==> config.mk <==
export PLATFORM = sky130hd
export DESIGN_NAME = spi_slave_port
export DESIGN_NICKNAME = d
export VERILOG_FILES = /design/src/rtl/spi_slave_pkg.sv /design/src/rtl/spi_slave_sync.sv /design/src/rtl/spi_slave_shifter.sv /design/src/rtl/spi_slave_port.sv
export SDC_FILE = /design/constraint.sdc
export NUM_CORES = 1
export LEC_CHECK = 0
export BUFFER_PORTS_ARGS = -buffer_cell sky130_fd_sc_hd__buf_2
export CAP_MARGIN = 20
export CORE_UTILIZATION = 30
export CTS_BUF_LIST = sky130_fd_sc_hd__clkbuf_2 sky130_fd_sc_hd__clkbuf_4 sky130_fd_sc_hd__clkbuf_8
export DETAILED_ROUTE_END_ITERATION = 8
export MAX_ROUTING_LAYER = met4
export PLACE_DENSITY_LB_ADDON = 0.08
export SLEW_MARGIN = 40
export SYNTH_ARGS = -nofsm -noshare
export SYNTH_HDL_FRONTEND = slang
export SYNTH_HIERARCHICAL = 1
export SYNTH_SLANG_ARGS = --single-unit
==> constraint.sdc <==
create_clock -name clk -period 2.55 [get_ports clk]
set_clock_uncertainty 0.15 [all_clocks]
set_input_delay 0.3825 -clock clk [delete_from_list [all_inputs] [get_ports clk]]
set_output_delay 0.3825 -clock clk [all_outputs]
set_load 0.01 [all_outputs]
==> src/rtl/spi_slave_pkg.sv <==
package spi_slave_pkg;
  // Serial lines gathered into one vector for the synchroniser.
  typedef struct packed {
    logic ssel_n;
    logic sck;
    logic mosi;
  } spi_lines_t;

  localparam int LINES_W = $bits(spi_lines_t);
  // Idle value of the lines: deselected, clock low, data low.
  localparam logic [LINES_W-1:0] LINES_IDLE = 3'b100;
endpackage

==> src/rtl/spi_slave_sync.sv <==
module spi_slave_sync #(
  parameter int W = 3,
  parameter int STAGES = 2,
  parameter logic [W-1:0] IDLE = '0
) (
  input  logic         clk,
  input  logic         rst_n,
  input  logic         en_i,
  input  logic [W-1:0] d_i,
  output logic [W-1:0] q_o
);
  logic [W-1:0] stage_q [STAGES];

  genvar g;
  generate
    for (g = 0; g < STAGES; g++) begin : g_stage
      logic [W-1:0] src;
      if (g == 0) begin : g_first
        assign src = d_i;
      end else begin : g_next
        assign src = stage_q[g-1];
      end
      always_ff @(posedge clk or negedge rst_n) begin
        if (!rst_n)     stage_q[g] <= IDLE;
        else if (!en_i) stage_q[g] <= IDLE;
        else            stage_q[g] <= src;
      end
    end
  endgenerate

  assign q_o = stage_q[STAGES-1];
endmodule

==> src/rtl/spi_slave_shifter.sv <==
module spi_slave_shifter #(
  parameter int FRAME_W = 8
) (
  input  logic               clk,
  input  logic               rst_n,
  input  logic               en_i,
  input  logic               sck_s,
  input  logic               ssel_n_s,
  input  logic               mosi_s,
  input  logic               rx_full_i,
  input  logic               tx_full_i,
  input  logic [FRAME_W-1:0] tx_word_i,
  output logic               miso_o,
  output logic               evt_start_o,
  output logic               evt_push_o,
  output logic [FRAME_W-1:0] push_data_o,
  output logic               evt_take_o,
  output logic               evt_udr_o,
  output logic               evt_ovr_o
);
  localparam int CW = (FRAME_W > 2) ? $clog2(FRAME_W) : 1;
  localparam logic [CW-1:0] LAST = CW'(FRAME_W - 1);

  function automatic logic [FRAME_W-1:0] shift_in(input logic [FRAME_W-1:0] v, input logic b);
    return {v[FRAME_W-2:0], b};
  endfunction

  function automatic logic [FRAME_W-1:0] shift_out(input logic [FRAME_W-1:0] v);
    return {v[FRAME_W-2:0], 1'b0};
  endfunction

  logic               sck_p, ssel_n_p;
  logic [CW-1:0]      cnt_q;
  logic [FRAME_W-1:0] rx_q, tx_q;
  logic               drop_q, reload_q;
  logic               sel, sel_on, rise, fall, load, frame_end;

  assign sel       = ~ssel_n_s;
  assign sel_on    = sel & ssel_n_p;
  assign rise      = sel & sck_s & ~sck_p;
  assign fall      = sel & ~sck_s & sck_p;
  assign load      = sel_on | (fall & reload_q);
  assign frame_end = rise & (cnt_q == LAST);

  assign evt_take_o  = load & tx_full_i;
  assign evt_udr_o   = load & ~tx_full_i;
  assign evt_start_o = rise & (cnt_q == '0);
  assign evt_ovr_o   = evt_start_o & rx_full_i;
  assign evt_push_o  = frame_end & ~(drop_q | evt_ovr_o);
  assign push_data_o = shift_in(rx_q, mosi_s);
  assign miso_o      = tx_q[FRAME_W-1];

  always_ff @(posedge clk or negedge rst_n) begin
    if (!rst_n) begin
      sck_p <= 1'b0; ssel_n_p <= 1'b1;
      cnt_q <= '0; rx_q <= '0; tx_q <= '0; drop_q <= 1'b0; reload_q <= 1'b0;
    end else if (!en_i) begin
      sck_p <= 1'b0; ssel_n_p <= 1'b1;
      cnt_q <= '0; rx_q <= '0; tx_q <= '0; drop_q <= 1'b0; reload_q <= 1'b0;
    end else begin
      sck_p    <= sck_s;
      ssel_n_p <= ssel_n_s;
      if (!sel) begin
        cnt_q <= '0; tx_q <= '0; drop_q <= 1'b0; reload_q <= 1'b0;
      end else begin
        if (rise) begin
          rx_q <= shift_in(rx_q, mosi_s);
          if (evt_ovr_o) drop_q <= 1'b1;
          if (frame_end) begin
            cnt_q    <= '0;
            drop_q   <= 1'b0;
            reload_q <= 1'b1;
          end else begin
            cnt_q <= cnt_q + 1'b1;
          end
        end
        if (load) begin
          tx_q     <= tx_full_i ? tx_word_i : '0;
          reload_q <= 1'b0;
        end else if (fall) begin
          tx_q <= shift_out(tx_q);
        end
      end
    end
  end
endmodule

==> src/rtl/spi_slave_port.sv <==
module spi_slave_port #(
  parameter int FRAME_W = 8,
  parameter int SYNC_STAGES = 2
) (
  input  logic               clk,
  input  logic               rst_n,
  input  logic               en_i,
  input  logic               sck_i,
  input  logic               mosi_i,
  input  logic               ssel_n_i,
  output logic               miso_o,
  input  logic               tx_wr_i,
  input  logic [FRAME_W-1:0] tx_data_i,
  output logic               tx_ready_o,
  input  logic               rx_rd_i,
  output logic [FRAME_W-1:0] rx_data_o,
  output logic               rx_ready_o,
  output logic               ovr_evt_o,
  output logic               udr_evt_o
);
  import spi_slave_pkg::*;

  spi_lines_t raw_lines, syn_lines;
  logic [FRAME_W-1:0] tx_buf_q, rx_buf_q, push_data;
  logic tx_full_q, rx_full_q;
  // Named internal events, brought out for the checker.
  logic evt_start, evt_push, evt_take, evt_udr, evt_ovr;

  assign raw_lines = '{ssel_n: ssel_n_i, sck: sck_i, mosi: mosi_i};

  spi_slave_sync #(.W(LINES_W), .STAGES(SYNC_STAGES), .IDLE(LINES_IDLE)) u_sync (
    .clk(clk), .rst_n(rst_n), .en_i(en_i), .d_i(raw_lines), .q_o(syn_lines)
  );

  spi_slave_shifter #(.FRAME_W(FRAME_W)) u_shift (
    .clk(clk), .rst_n(rst_n), .en_i(en_i),
    .sck_s(syn_lines.sck), .ssel_n_s(syn_lines.ssel_n), .mosi_s(syn_lines.mosi),
    .rx_full_i(rx_full_q), .tx_full_i(tx_full_q), .tx_word_i(tx_buf_q),
    .miso_o(miso_o), .evt_start_o(evt_start), .evt_push_o(evt_push),
    .push_data_o(push_data), .evt_take_o(evt_take), .evt_udr_o(evt_udr),
    .evt_ovr_o(evt_ovr)
  );

  always_ff @(posedge clk or negedge rst_n) begin
    if (!rst_n) begin
      tx_full_q <= 1'b0; tx_buf_q <= '0;
      rx_full_q <= 1'b0; rx_buf_q <= '0;
    end else if (!en_i) begin
      tx_full_q <= 1'b0;
      rx_full_q <= 1'b0;
    end else begin
      if (evt_take) tx_full_q <= 1'b0;
      else if (tx_wr_i && !tx_full_q) begin
        tx_full_q <= 1'b1;
        tx_buf_q  <= tx_data_i;
      end
      if (evt_push) begin
        rx_full_q <= 1'b1;
        rx_buf_q  <= push_data;
      end else if (rx_rd_i) begin
        rx_full_q <= 1'b0;
      end
    end
  end

  assign tx_ready_o = ~tx_full_q;
  assign rx_ready_o = rx_full_q;
  assign rx_data_o  = rx_buf_q;
  assign ovr_evt_o  = evt_ovr;
  assign udr_evt_o  = evt_udr;
endmodule

==> results of run 1 <==
[area by class of cell]
class	instances	area (µm²)
fill	723	4420
tap	96	120
multi-input combinational	109	902
sequential	46	1150
clock buffer	8	97.6
timing repair buffer	33	193
inverter	5	18.8
[worst max path at each step]
stage	from	endpoint	slack, ps	cells after the start
2_1_floorplan	u_shift/ssel_n_p	tx_buf_q[0]	610	7
3_3_place_gp	u_shift/ssel_n_p	tx_buf_q[1]	500	4
3_5_place_dp	u_shift/ssel_n_p	tx_buf_q[2]	400	4
4_1_cts	u_shift/ssel_n_p	tx_buf_q[2]	380	4
5_1_grt	u_shift/ssel_n_p	udr_evt_o	280	3
6_report	u_shift/ssel_n_p	tx_buf_q[2]	390	4
[state kept, by name, summed over array words and instances (netlist names), 3 cells and up]
register,count
u_sync/g_stage.src,3
u_shift/tx_q,8
tx_buf_q,8
u_shift/cnt_q,3
rx_data_o,8
u_sync/q_o,3
u_shift/rx_q,7
[timing repair]
item | CTS | global route
resized for setup | 0 | 0
endpoints found under the hold margin | 43 | 0
hold buffers | 1 | 0
[routing by layer]
metal | up-vias | GRT usage, % | wire [µm] | part of all wire, %
met1 | 709 | 15.5 | 1950 | 47
met3 | 5 | 3.60 | 179 | 4.3
li1 | 669 | - | - | -
met2 | 38 | 19.9 | 1960 | 47
met5 | - | - | 0 | 0
met4 | 0 | 4.62 | 52 | 1.3
[metrics by stage]
step                worst slack, ps  total power, mW  util, %  hold slack, ps  area (µm²)
floorplan                       605            0.874        -           -63.1        2180
global placement                496            0.917     34.4             233        2380
detailed placement              403            0.923     34.4             239        2380
CTS                             383             1.41     36.0             117        2490
global route                    280             1.46     36.0             127        2490
finish                          392             1.38     36.0             126        2490
[where the power goes]
group	internal (mW)	total (mW)	switching (mW)	leakage (nW)
registers	0.764	0.790	0.0267	0.610
logic	0.0650	0.116	0.0508	0.441
clock network	0.243	0.476	0.234	0.0523
total	1.07	1.38	0.311	1.10
[layout by cell type, fill, tap and decap left out, drive strengths merged, types with 3 or more instances in the layout]
cell / n
dfrtp: 43
nor4: 7
mux2i: 8
clkbuf: 8
nor2: 3
nor3b: 3
dfstp: 3
ha: 3
and2: 5
a211oi: 9
a21oi: 5
nand2: 11
inv: 5
mux2: 16
nor2b: 8
a221o: 7
nand2b: 6
buf: 32
nand3b: 10
==> reports/summary.log, run 1 <==
INFO  status         status=finished clean
INFO  detailed_routing route.detailed.vias_per_inst=4.78
INFO  synthesis      postSynthNetCount=192
INFO  floorplanning  number_of_top_level_pins=29
INFO  detailed_routing drtAntennaViolNets=0
INFO  detailed_routing route.final.wire_length=4150µm
INFO  setup_path     worst-endpoint-arrival=2190ps
INFO  setup_path     startpoint_type=flip-flop
INFO  setup_path     critical_path.cell_chain=inv_1 -> a21oi_1 -> and4bb_1 -> mux2_4
INFO  run            max-cap-violations=0
INFO  clock_network  ctsRootBufferMaster=clkbuf_8
INFO  clock_network  cts_inserted_buffers=5
INFO  global_routing first_global_vias=1,463
INFO  layout         nets=219
INFO  setup_path     setup_slack_on_the_worst_flop_to_flop_path=390ps
INFO  floorplanning  die_x=87.3µm
INFO  setup_path     crit_slowest_cell=dfstp_2
INFO  power_and_ir_drop power.ir.vdd_worst=0.245mV
INFO  layout         antenna-diode-count=0
INFO  floorplanning  std_cell_rows=30
INFO  setup_path     critical_path_buf_inv_count=1
INFO  clock_network  clock_tree_from_tritoncts=done
INFO  clock_network  worst_skew_pair.late_latency=290ps
INFO  placement      final_gp_congestion=0.743
INFO  timing         timing_max_transition_violations_final=0
INFO  layout         finalNonFillerCells=297
INFO  setup_path     max_stage_delay=640ps
INFO  clock_network  post_cts_buffers=0
INFO  timing         fin_tns_setup=0ps
INFO  timing         post-route-min-period=2160ps
INFO  floorplanning  core-area=6910µm²
INFO  setup_path     worstSetupPathType=reg -> reg
INFO  global_routing grt_antenna_before_repair=0
INFO  global_routing grt_pass1_wl=7160µm
INFO  hold_path      worst_hold_start=ssel_n_i
INFO  synthesis      yosys_warnings=6
INFO  clock_network  htree_num_levels=2
INFO  timing         finalCritPeriodShare=84.6%
INFO  detailed_routing detail_route.first_pass.iterations=4
INFO  clock_network  clk_pin_slew_worst_paths=80ps
INFO  setup_path     rr_endpoint=tx_buf_q[2]
INFO  timing         unrepaired_setup_endpoints_after_global_routing=no
INFO  timing         max_freq=0.463GHz
INFO  layout         area.growth.synth_to_final=14.0%
INFO  setup_path     critical_path_required=2580ps
INFO  global_routing grt_overflow=0
INFO  placement      port-buffer-count=28
INFO  global_routing grt_start_max_net_pins=47
INFO  hold_path      min-delay-path-class=in -> reg
INFO  timing         worst_slew_pin_slew=609ps
INFO  setup_path     critPathTopFamily=flip-flops
INFO  floorplanning  die_h=87.3µm
INFO  floorplanning  floorplan.initialDensity=31.6%
INFO  detailed_routing drtIter0Drc=70
INFO  global_routing grt.total_usage=12.7%
INFO  hold_path      worstHoldPathCells=2
INFO  clock_network  clockBufferDepth=2
INFO  detailed_routing post_drt_wl_per_cell=14.0µm
INFO  power_and_ir_drop powerDensity=556nW/µm²
INFO  hold_path      hold-path-endpoint=u_sync/g_stage[1].src[2]
INFO  clock_network  clkSinkCount=46
INFO  setup_path     worst_setup_path_end_kind=flip-flop
INFO  layout         layout_cell_share_with_drive_strength_beyond_1=31.3%
INFO  timing         maxSlewHeadroom=59.4%
INFO  detailed_routing drc=0
INFO  setup_path     crit_path_max_fo=11
INFO  detailed_routing routed-via-count=1,421
INFO  floorplanning  total_die_area=7610µm²
INFO  synthesis      syn-cell-area=2180µm²
INFO  power_and_ir_drop leakagePower=1.10nW
INFO  setup_path     worst_r2r_path_depth=4
INFO  placement      dp_hpwl=2870µm
INFO  placement      dpl.cell_count=288
INFO  setup_path     r2r-start=u_shift/ssel_n_p
INFO  timing         setup-violations-final=0
INFO  synthesis      synthCells=173
INFO  synthesis      synthesis.area_per_instance=12.6µm²
INFO  timing         final_hold_viol_count=0
(Power assumes the default switching activity.)
==> run 2: changes to the inputs <==
==> constraint.sdc (replaced) <==
create_clock -name clk -period 1.8 [get_ports clk]
set_clock_uncertainty 0.15 [all_clocks]
set_input_delay 0.27 -clock clk [delete_from_list [all_inputs] [get_ports clk]]
set_output_delay 0.27 -clock clk [all_outputs]
set_load 0.01 [all_outputs]
==> run 2 against run 1 <==
  * The run now ends with negative setup slack left
  * Worst hold slack got worse by 110 ps
  * Flip-flop and latch count stayed put
  * Wire length increased by 4.9%
  * Critical path depth up 1
  * Largest cell class unchanged
  * Die area unchanged
  * Combinational power up 72%
  * Critical path type is now reg -> out
  * Global-route usage grew 1.0 points
  * Via count up 2.5%
  * Register-to-register slack got worse by 430 ps
==> reports/summary.log, run 2 (same netlist as run 1, synthesis figures left out) <==
INFO  status         status=finished with violations
INFO  status         failed_checks=negative setup slack
INFO  clock_network  htree_num_levels=2 [unchanged]
INFO  timing         timing_max_transition_violations_final=0 [unchanged]
INFO  floorplanning  std_cell_rows=30 [unchanged]
INFO  timing         final_hold_viol_count=0 [unchanged]
INFO  power_and_ir_drop powerDensity=707nW/µm² [+27%]
INFO  power_and_ir_drop leakagePower=1.23nW [+12%]
INFO  clock_network  worst_skew_pair.late_latency=290ps [about the same]
INFO  power_and_ir_drop p_total=1.93mW [+40%]
INFO  detailed_routing drc=0 [unchanged]
INFO  setup_path     critical_path_required=1380ps [-1200 ps]
INFO  detailed_routing drtIter0Drc=103 [+47%]
INFO  detailed_routing detail_route.first_pass.iterations=4 [unchanged]
INFO  placement      final_gp_congestion=0.726 [-2.4%]
INFO  placement      dp_hpwl=3140µm [+9.1%]
INFO  placement      place_ws=-115ps [-517 ps]
INFO  timing         unrepaired_setup_endpoints_after_global_routing=yes
INFO  timing         post-route-min-period=1850ps
INFO  layout         layout_cell_share_with_drive_strength_beyond_1=42.2% [+11 points]
INFO  global_routing grt_overflow=0 [unchanged]
INFO  clock_network  clock_tree_from_tritoncts=done
INFO  hold_path      worstHoldPathCells=2 [unchanged]
INFO  detailed_routing routed-via-count=1,456 [+2.5%]
INFO  hold_path      min-delay-path-class=in -> reg
INFO  setup_path     worst-endpoint-arrival=1430ps [-760 ps]
INFO  timing         finalCritPeriodShare=103%
INFO  timing         max_freq=0.540GHz
INFO  placement      port-buffer-count=28 [unchanged]
INFO  run            max-cap-violations=0 [unchanged]
INFO  clock_network  clk_pin_slew_worst_paths=80ps [about the same]
INFO  floorplanning  floorplan.initialDensity=31.6% [unchanged]
INFO  global_routing grt_antenna_before_repair=0 [unchanged]
INFO  setup_path     worst_r2r_path_depth=7 [+3]
INFO  setup_path     startpoint_type=flip-flop
INFO  layout         layout_commonest_cell=dfrtp_1
INFO  clock_network  cts_inserted_buffers=5 [unchanged]
INFO  clock_network  ctsRootBufferMaster=clkbuf_8
INFO  setup_path     worstSetupPathType=reg -> out
INFO  layout         layout_fillers=698 [-3.5%]
INFO  layout         utilization=39.5% [+3.5 points]
INFO  detailed_routing post_drt_wl_per_cell=13.6µm [-2.9%]
INFO  detailed_routing drtAntennaViolNets=0 [unchanged]
INFO  floorplanning  total_die_area=7610µm² [unchanged]
INFO  global_routing first_global_vias=1,565 [+7.0%]
INFO  setup_path     worst_setup_path_end_kind=output pin
INFO  layout         register_area=1150µm² [unchanged]
INFO  detailed_routing route.detailed.vias_per_inst=4.54 [-5.2%]
INFO  clock_network  clockBufferDepth=2 [unchanged]
INFO  global_routing grt_start_max_net_pins=47 [unchanged]
INFO  power_and_ir_drop power.ir.vdd_worst=0.292mV [+19%]
INFO  layout         multiInputGateArea=955µm² [+5.8%]
INFO  layout         layout_common_cells=43 x dfrtp_1, 28 x buf_2, 22 x buf_4
INFO  detailed_routing route.final.wire_length=4350µm [+4.9%]
INFO  floorplanning  die_h=87.3µm [unchanged]
INFO  layout         area.growth.synth_to_final=25.2%
INFO  layout         antenna-diode-count=0 [unchanged]
INFO  timing         setup-violations-final=6 [+6]
INFO  floorplanning  die_x=87.3µm [unchanged]
INFO  clock_network  clkSinkCount=46 [unchanged]
INFO  floorplanning  core-area=6910µm² [unchanged]
INFO  layout         nets=243 [+11%]
INFO  setup_path     crit_path_max_fo=3 [-8]
INFO  timing         worst_slew_pin_slew=405ps [-204 ps]
INFO  global_routing grt_pass1_wl=7680µm [+7.3%]
INFO  setup_path     setup_slack_on_the_worst_flop_to_flop_path=-40ps [-430 ps]
INFO  global_routing grt.total_usage=13.7% [+1.0 points]
INFO  setup_path     r2r-start=u_sync/q_o[2]
INFO  timing         final.setup.worst_slack=-51.9ps [-444 ps]
INFO  timing         maxSlewHeadroom=73.0% [+14 points]
INFO  setup_path     rr_endpoint=rx_data_o[0]
INFO  hold_path      hold-path-endpoint=u_sync/g_stage[1].src[2]
INFO  hold_path      worst_hold_start=ssel_n_i
INFO  floorplanning  number_of_top_level_pins=29 [unchanged]
==> run 2: where the power goes <==
group	internal (mW)	leakage [nW]	switching, mW
sequential	1.08	0.610	0.0312
clock	0.289	0.0486	0.328
combinational	0.112	0.576	0.0879
==> run 2: worst max-delay path, cell delays in order (launching register included) <==
cell and delay (ps):
dfstp_2 380, buf_6 110, nor3b_4 250, buf_6 140, and4_1 150, buf_2 120
==> run 2: layout make-up <==
type	instances	share of cell area (%)
multi-input combinational	109	35.0
timing repair buffer	57	14.3
clock buffer	6	2.80
tap	96	4.40
sequential	46	42.3
inverter	5	0.687
clock inverter	2	0.504
==> run 2: repair_timing <==
action                                 in CTS  in global routing
cloned                                      0                  0
setup endpoints to repair                  18                 26
endpoints found under the hold margin      43                  0
gates resized for setup                     8                  2
setup buffers                               7                  3
pin swaps                                   3                  5
hold buffers                                1                  0
==> run 2: layer usage <==
layer | up-vias | routed length, µm | GRT usage [%]
li1 | 718 | - | -
met4 | 0 | 27 | 4.02
met3 | 2 | 123 | 3.60
met1 | 713 | 2230 | 18.6
met5 | - | 0 | -
met2 | 23 | 1970 | 20.1
==> run 2: metrics by stage <==
stage | hold slack, ps | cell area (µm²) | TNS, ps | cells
after floorplan | -176 | 2220 | -569 | 173
after global placement | 122 | 2510 | -554 | 302
after detailed placement | 122 | 2510 | -1190 | 302
after CTS | 1.30 | 2700 | -310 | 318
after global routing | 10.2 | 2730 | -1290 | 321
final | 17.0 | 2730 | -112 | 321
==> run 2: worst max path at each step <==
| stage | startpoint | to | slack [ps] |
|---|---|---|---|
| after global placement | u_sync/q_o[2] | tx_buf_q[7] | -50 |
| after floorplan | u_shift/ssel_n_p | tx_buf_q[0] | -70 |
| final | u_sync/q_o[2] | ovr_evt_o | -50 |
| after global routing | u_sync/q_o[2] | ovr_evt_o | -160 |
| after CTS | u_sync/q_o[2] | ovr_evt_o | -90 |
| after detailed placement | u_shift/sck_p | tx_buf_q[1] | -110 |
==> run 3: changes to the inputs <==
--- a/config.mk
+++ b/config.mk
@@ -5,6 +5,7 @@
 export SDC_FILE = /design/constraint.sdc
 export NUM_CORES = 1
 export LEC_CHECK = 0
+export ABC_CLOCK_PERIOD_IN_PS = 1800
 export BUFFER_PORTS_ARGS = -buffer_cell sky130_fd_sc_hd__buf_2
 export CAP_MARGIN = 20
 export CORE_UTILIZATION = 30
@@ -12,6 +13,7 @@
 export DETAILED_ROUTE_END_ITERATION = 8
 export MAX_ROUTING_LAYER = met4
 export PLACE_DENSITY_LB_ADDON = 0.08
+export RECOVER_POWER = 100
 export SLEW_MARGIN = 40
 export SYNTH_ARGS = -nofsm -noshare
 export SYNTH_HDL_FRONTEND = slang
==> run 3 against run 2 <==
  * The run still ends with negative setup slack left
  * Combinational power down 5%
  * Flip-flop and latch count unchanged
  * Via count unchanged
  * Clock-buffer cell count unchanged
  * Highest routed layer unchanged
==> reports/summary.log, run 3 (same netlist as run 1, synthesis figures left out) <==
INFO  status         status=finished with violations
INFO  status         failed_checks=negative setup slack
INFO  layout         finalNonFillerCells=321 [unchanged]
INFO  floorplanning  floorplan.initialDensity=31.6% [unchanged]
INFO  setup_path     worst_setup_path_end_kind=flip-flop
INFO  timing         finalCritPeriodShare=103% [-0.11 points]
INFO  setup_path     setup_slack_on_the_worst_flop_to_flop_path=-50ps [about the same]
INFO  detailed_routing drtAntennaViolNets=0 [unchanged]
INFO  setup_path     r2r-start=u_sync/q_o[2]
INFO  detailed_routing uppermost_layer_routed=met4
INFO  detailed_routing drc=0 [unchanged]
INFO  detailed_routing drtIter0Drc=115 [+12%]
INFO  layout         register_area=1150µm² [unchanged]
INFO  layout         layout_commonest_cell=dfrtp_1
INFO  detailed_routing route.final.wire_length=4390µm [+0.99%]
INFO  placement      dpl.cell_count=302 [unchanged]
INFO  clock_network  worst_skew_pair.late_latency=290ps [about the same]
INFO  global_routing grt_start_max_net_pins=47 [unchanged]
INFO  clock_network  clk_pin_slew_worst_paths=80ps [about the same]
INFO  clock_network  htree_num_levels=2 [unchanged]
INFO  floorplanning  std_cell_rows=30 [unchanged]
INFO  layout         nets=243 [unchanged]
INFO  global_routing grt_pass1_wl=7680µm [unchanged]
INFO  clock_network  ctsRootBufferMaster=clkbuf_8
INFO  timing         final.setup.worst_slack=-50.0ps [+1.90 ps]
INFO  power_and_ir_drop powerDensity=717nW/µm² [+1.5%]
INFO  global_routing first_global_vias=1,565 [unchanged]
INFO  global_routing grt_antenna_before_repair=0 [unchanged]
INFO  detailed_routing wirelength_met1=2220µm [about the same]
INFO  layout         layout_cell_share_with_drive_strength_beyond_1=36.4% [-5.8 points]
INFO  setup_path     crit_path_frequent_cell=buf_6
INFO  hold_path      worst_hold_start=ssel_n_i
INFO  layout         layout_fillers=711 [+1.9%]
INFO  placement      port-buffer-count=28 [unchanged]
INFO  clock_network  clock_tree_from_tritoncts=done
INFO  run            max-cap-violations=0 [unchanged]
INFO  timing         fin_tns_setup=-169ps [-57.1 ps]
INFO  floorplanning  die_h=87.3µm [unchanged]
INFO  floorplanning  total_die_area=7610µm² [unchanged]
INFO  layout         antenna-diode-count=0 [unchanged]
INFO  detailed_routing wl_met3=146µm [+19%]
INFO  setup_path     critPathLaunch=u_sync/q_o[2]
INFO  timing         worst_slew_pin_slew=1130ps [+721 ps]
INFO  setup_path     critical_path.cell_chain=buf_6 -> nor3b_4 -> buf_6 -> buf_4 -> and3_4 -> nand2_8 -> mux2_4
INFO  setup_path     crit_slowest_cell=dfstp_2
INFO  timing         maxSlewHeadroom=24.9% [-48 points]
INFO  setup_path     worstSetupPathType=reg -> reg
INFO  floorplanning  number_of_top_level_pins=29 [unchanged]
INFO  power_and_ir_drop leakagePower=1.18nW [-4.8%]
INFO  placement      final_gp_congestion=0.726 [unchanged]
INFO  timing         post-route-min-period=1850ps [-1.90 ps]
INFO  timing         max_freq=0.541GHz [+0.10%]
INFO  floorplanning  die_x=87.3µm [unchanged]
INFO  setup_path     startpoint_type=flip-flop
INFO  power_and_ir_drop power.ir.vdd_worst=0.293mV [+0.34%]
INFO  detailed_routing routed-via-count=1,456 [unchanged]
INFO  setup_path     worst-endpoint-arrival=1880ps [+450 ps]
INFO  hold_path      min-delay-path-class=in -> reg
INFO  layout         multiInputGateArea=951µm² [-0.39%]
INFO  global_routing grt_overflow=0 [unchanged]
INFO  timing         setup-violations-final=9 [+3]
INFO  layout         layout_common_cells=43 x dfrtp_1, 18 x buf_2, 18 x buf_4
INFO  timing         unrepaired_setup_endpoints_after_global_routing=yes
INFO  placement      dp_hpwl=3140µm [unchanged]
INFO  setup_path     max_stage_delay=380ps [about the same]
INFO  global_routing grt.total_usage=13.7% [unchanged]
INFO  timing         final_hold_viol_count=0 [unchanged]
INFO  setup_path     crit_path_max_fo=8 [+5]
INFO  clock_network  clockBufferDepth=2 [unchanged]
INFO  detailed_routing detail_route.first_pass.iterations=4 [unchanged]
INFO  clock_network  cts_inserted_buffers=5 [unchanged]
INFO  floorplanning  core-area=6910µm² [unchanged]
INFO  detailed_routing route.detailed.vias_per_inst=4.54 [unchanged]
INFO  setup_path     critical_path_required=1830ps [+450 ps]
INFO  clock_network  clkSinkCount=46 [unchanged]
INFO  detailed_routing post_drt_wl_per_cell=13.7µm [+0.99%]
INFO  timing         timing_max_transition_violations_final=0 [unchanged]
INFO  detailed_routing met2RoutedLength=2000µm [+1.1%]
INFO  layout         area.growth.synth_to_final=23.2%
-- run 3: path summary, 6_finish.rpt --
check	to	depth (start not counted)
max in group asynchronous	u_shift/tx_q[2]	3
max	rx_data_o[0]	7
min	u_sync/g_stage[1].src[2]	2
min in group asynchronous	rx_data_o[6]	3
min reg2reg	u_sync/q_o[1]	1
max reg2reg	rx_data_o[0]	7
-- run 3: final cells by class --
| cell class | count | area share (%) |
|---|---|---|
| clock inverters | 2 | 0.512 |
| well taps | 96 | 4.47 |
| inverters | 5 | 0.699 |
| repair buffers | 57 | 13.1 |
| flip-flops and latches | 46 | 43.0 |
| clock buffers | 6 | 2.84 |
| multi-input cells | 109 | 35.4 |
-- run 3: critical path: cells and delay by family (launching register included) --
family	cells	cell delay, ps
mux	1	320
buf+inv	3	350
flops	1	380
simple gates	3	550
-- run 3: what timing repair did --
item,4_1_cts,5_1_grt
endpoints found under the setup margin,18,26
buffers inserted,7,3
pin swaps,3,5
resized for setup,8,2
hold endpoints to repair,43,0
hold buffers,1,0
-- run 3: per-layer routing --
| layer | vias up | global-route usage (%) |
|---|---|---|
| met5 | - | - |
| met4 | 0 | 4.02 |
| met3 | 2 | 3.60 |
| met2 | 29 | 20.1 |
| met1 | 708 | 18.6 |
| li1 | 717 | - |
-- run 3: through the flow --
step	area [µm²]	power, mW	util (%)	hold WS [ps]	worst slack [ps]
6_report	2690	1.93	38.9	16.1	-50.0
5_1_grt	2690	2.04	38.9	10.2	-165
4_1_cts	2700	1.97	39.0	1.30	-93.8
3_5_place_dp	2510	1.32	36.4	122	-115
3_3_place_gp	2510	1.31	36.4	122	-53.9
2_1_floorplan	2220	1.24	-	-176	-71.2
-- run 3: where the power goes --
part / internal [mW] / switching (mW) / leakage, nW
clock: 0.289 / 0.334 / 0.0486
sequential: 1.08 / 0.0311 / 0.610
combinational: 0.104 / 0.0866 / 0.517
total: 1.48 / 0.451 / 1.18
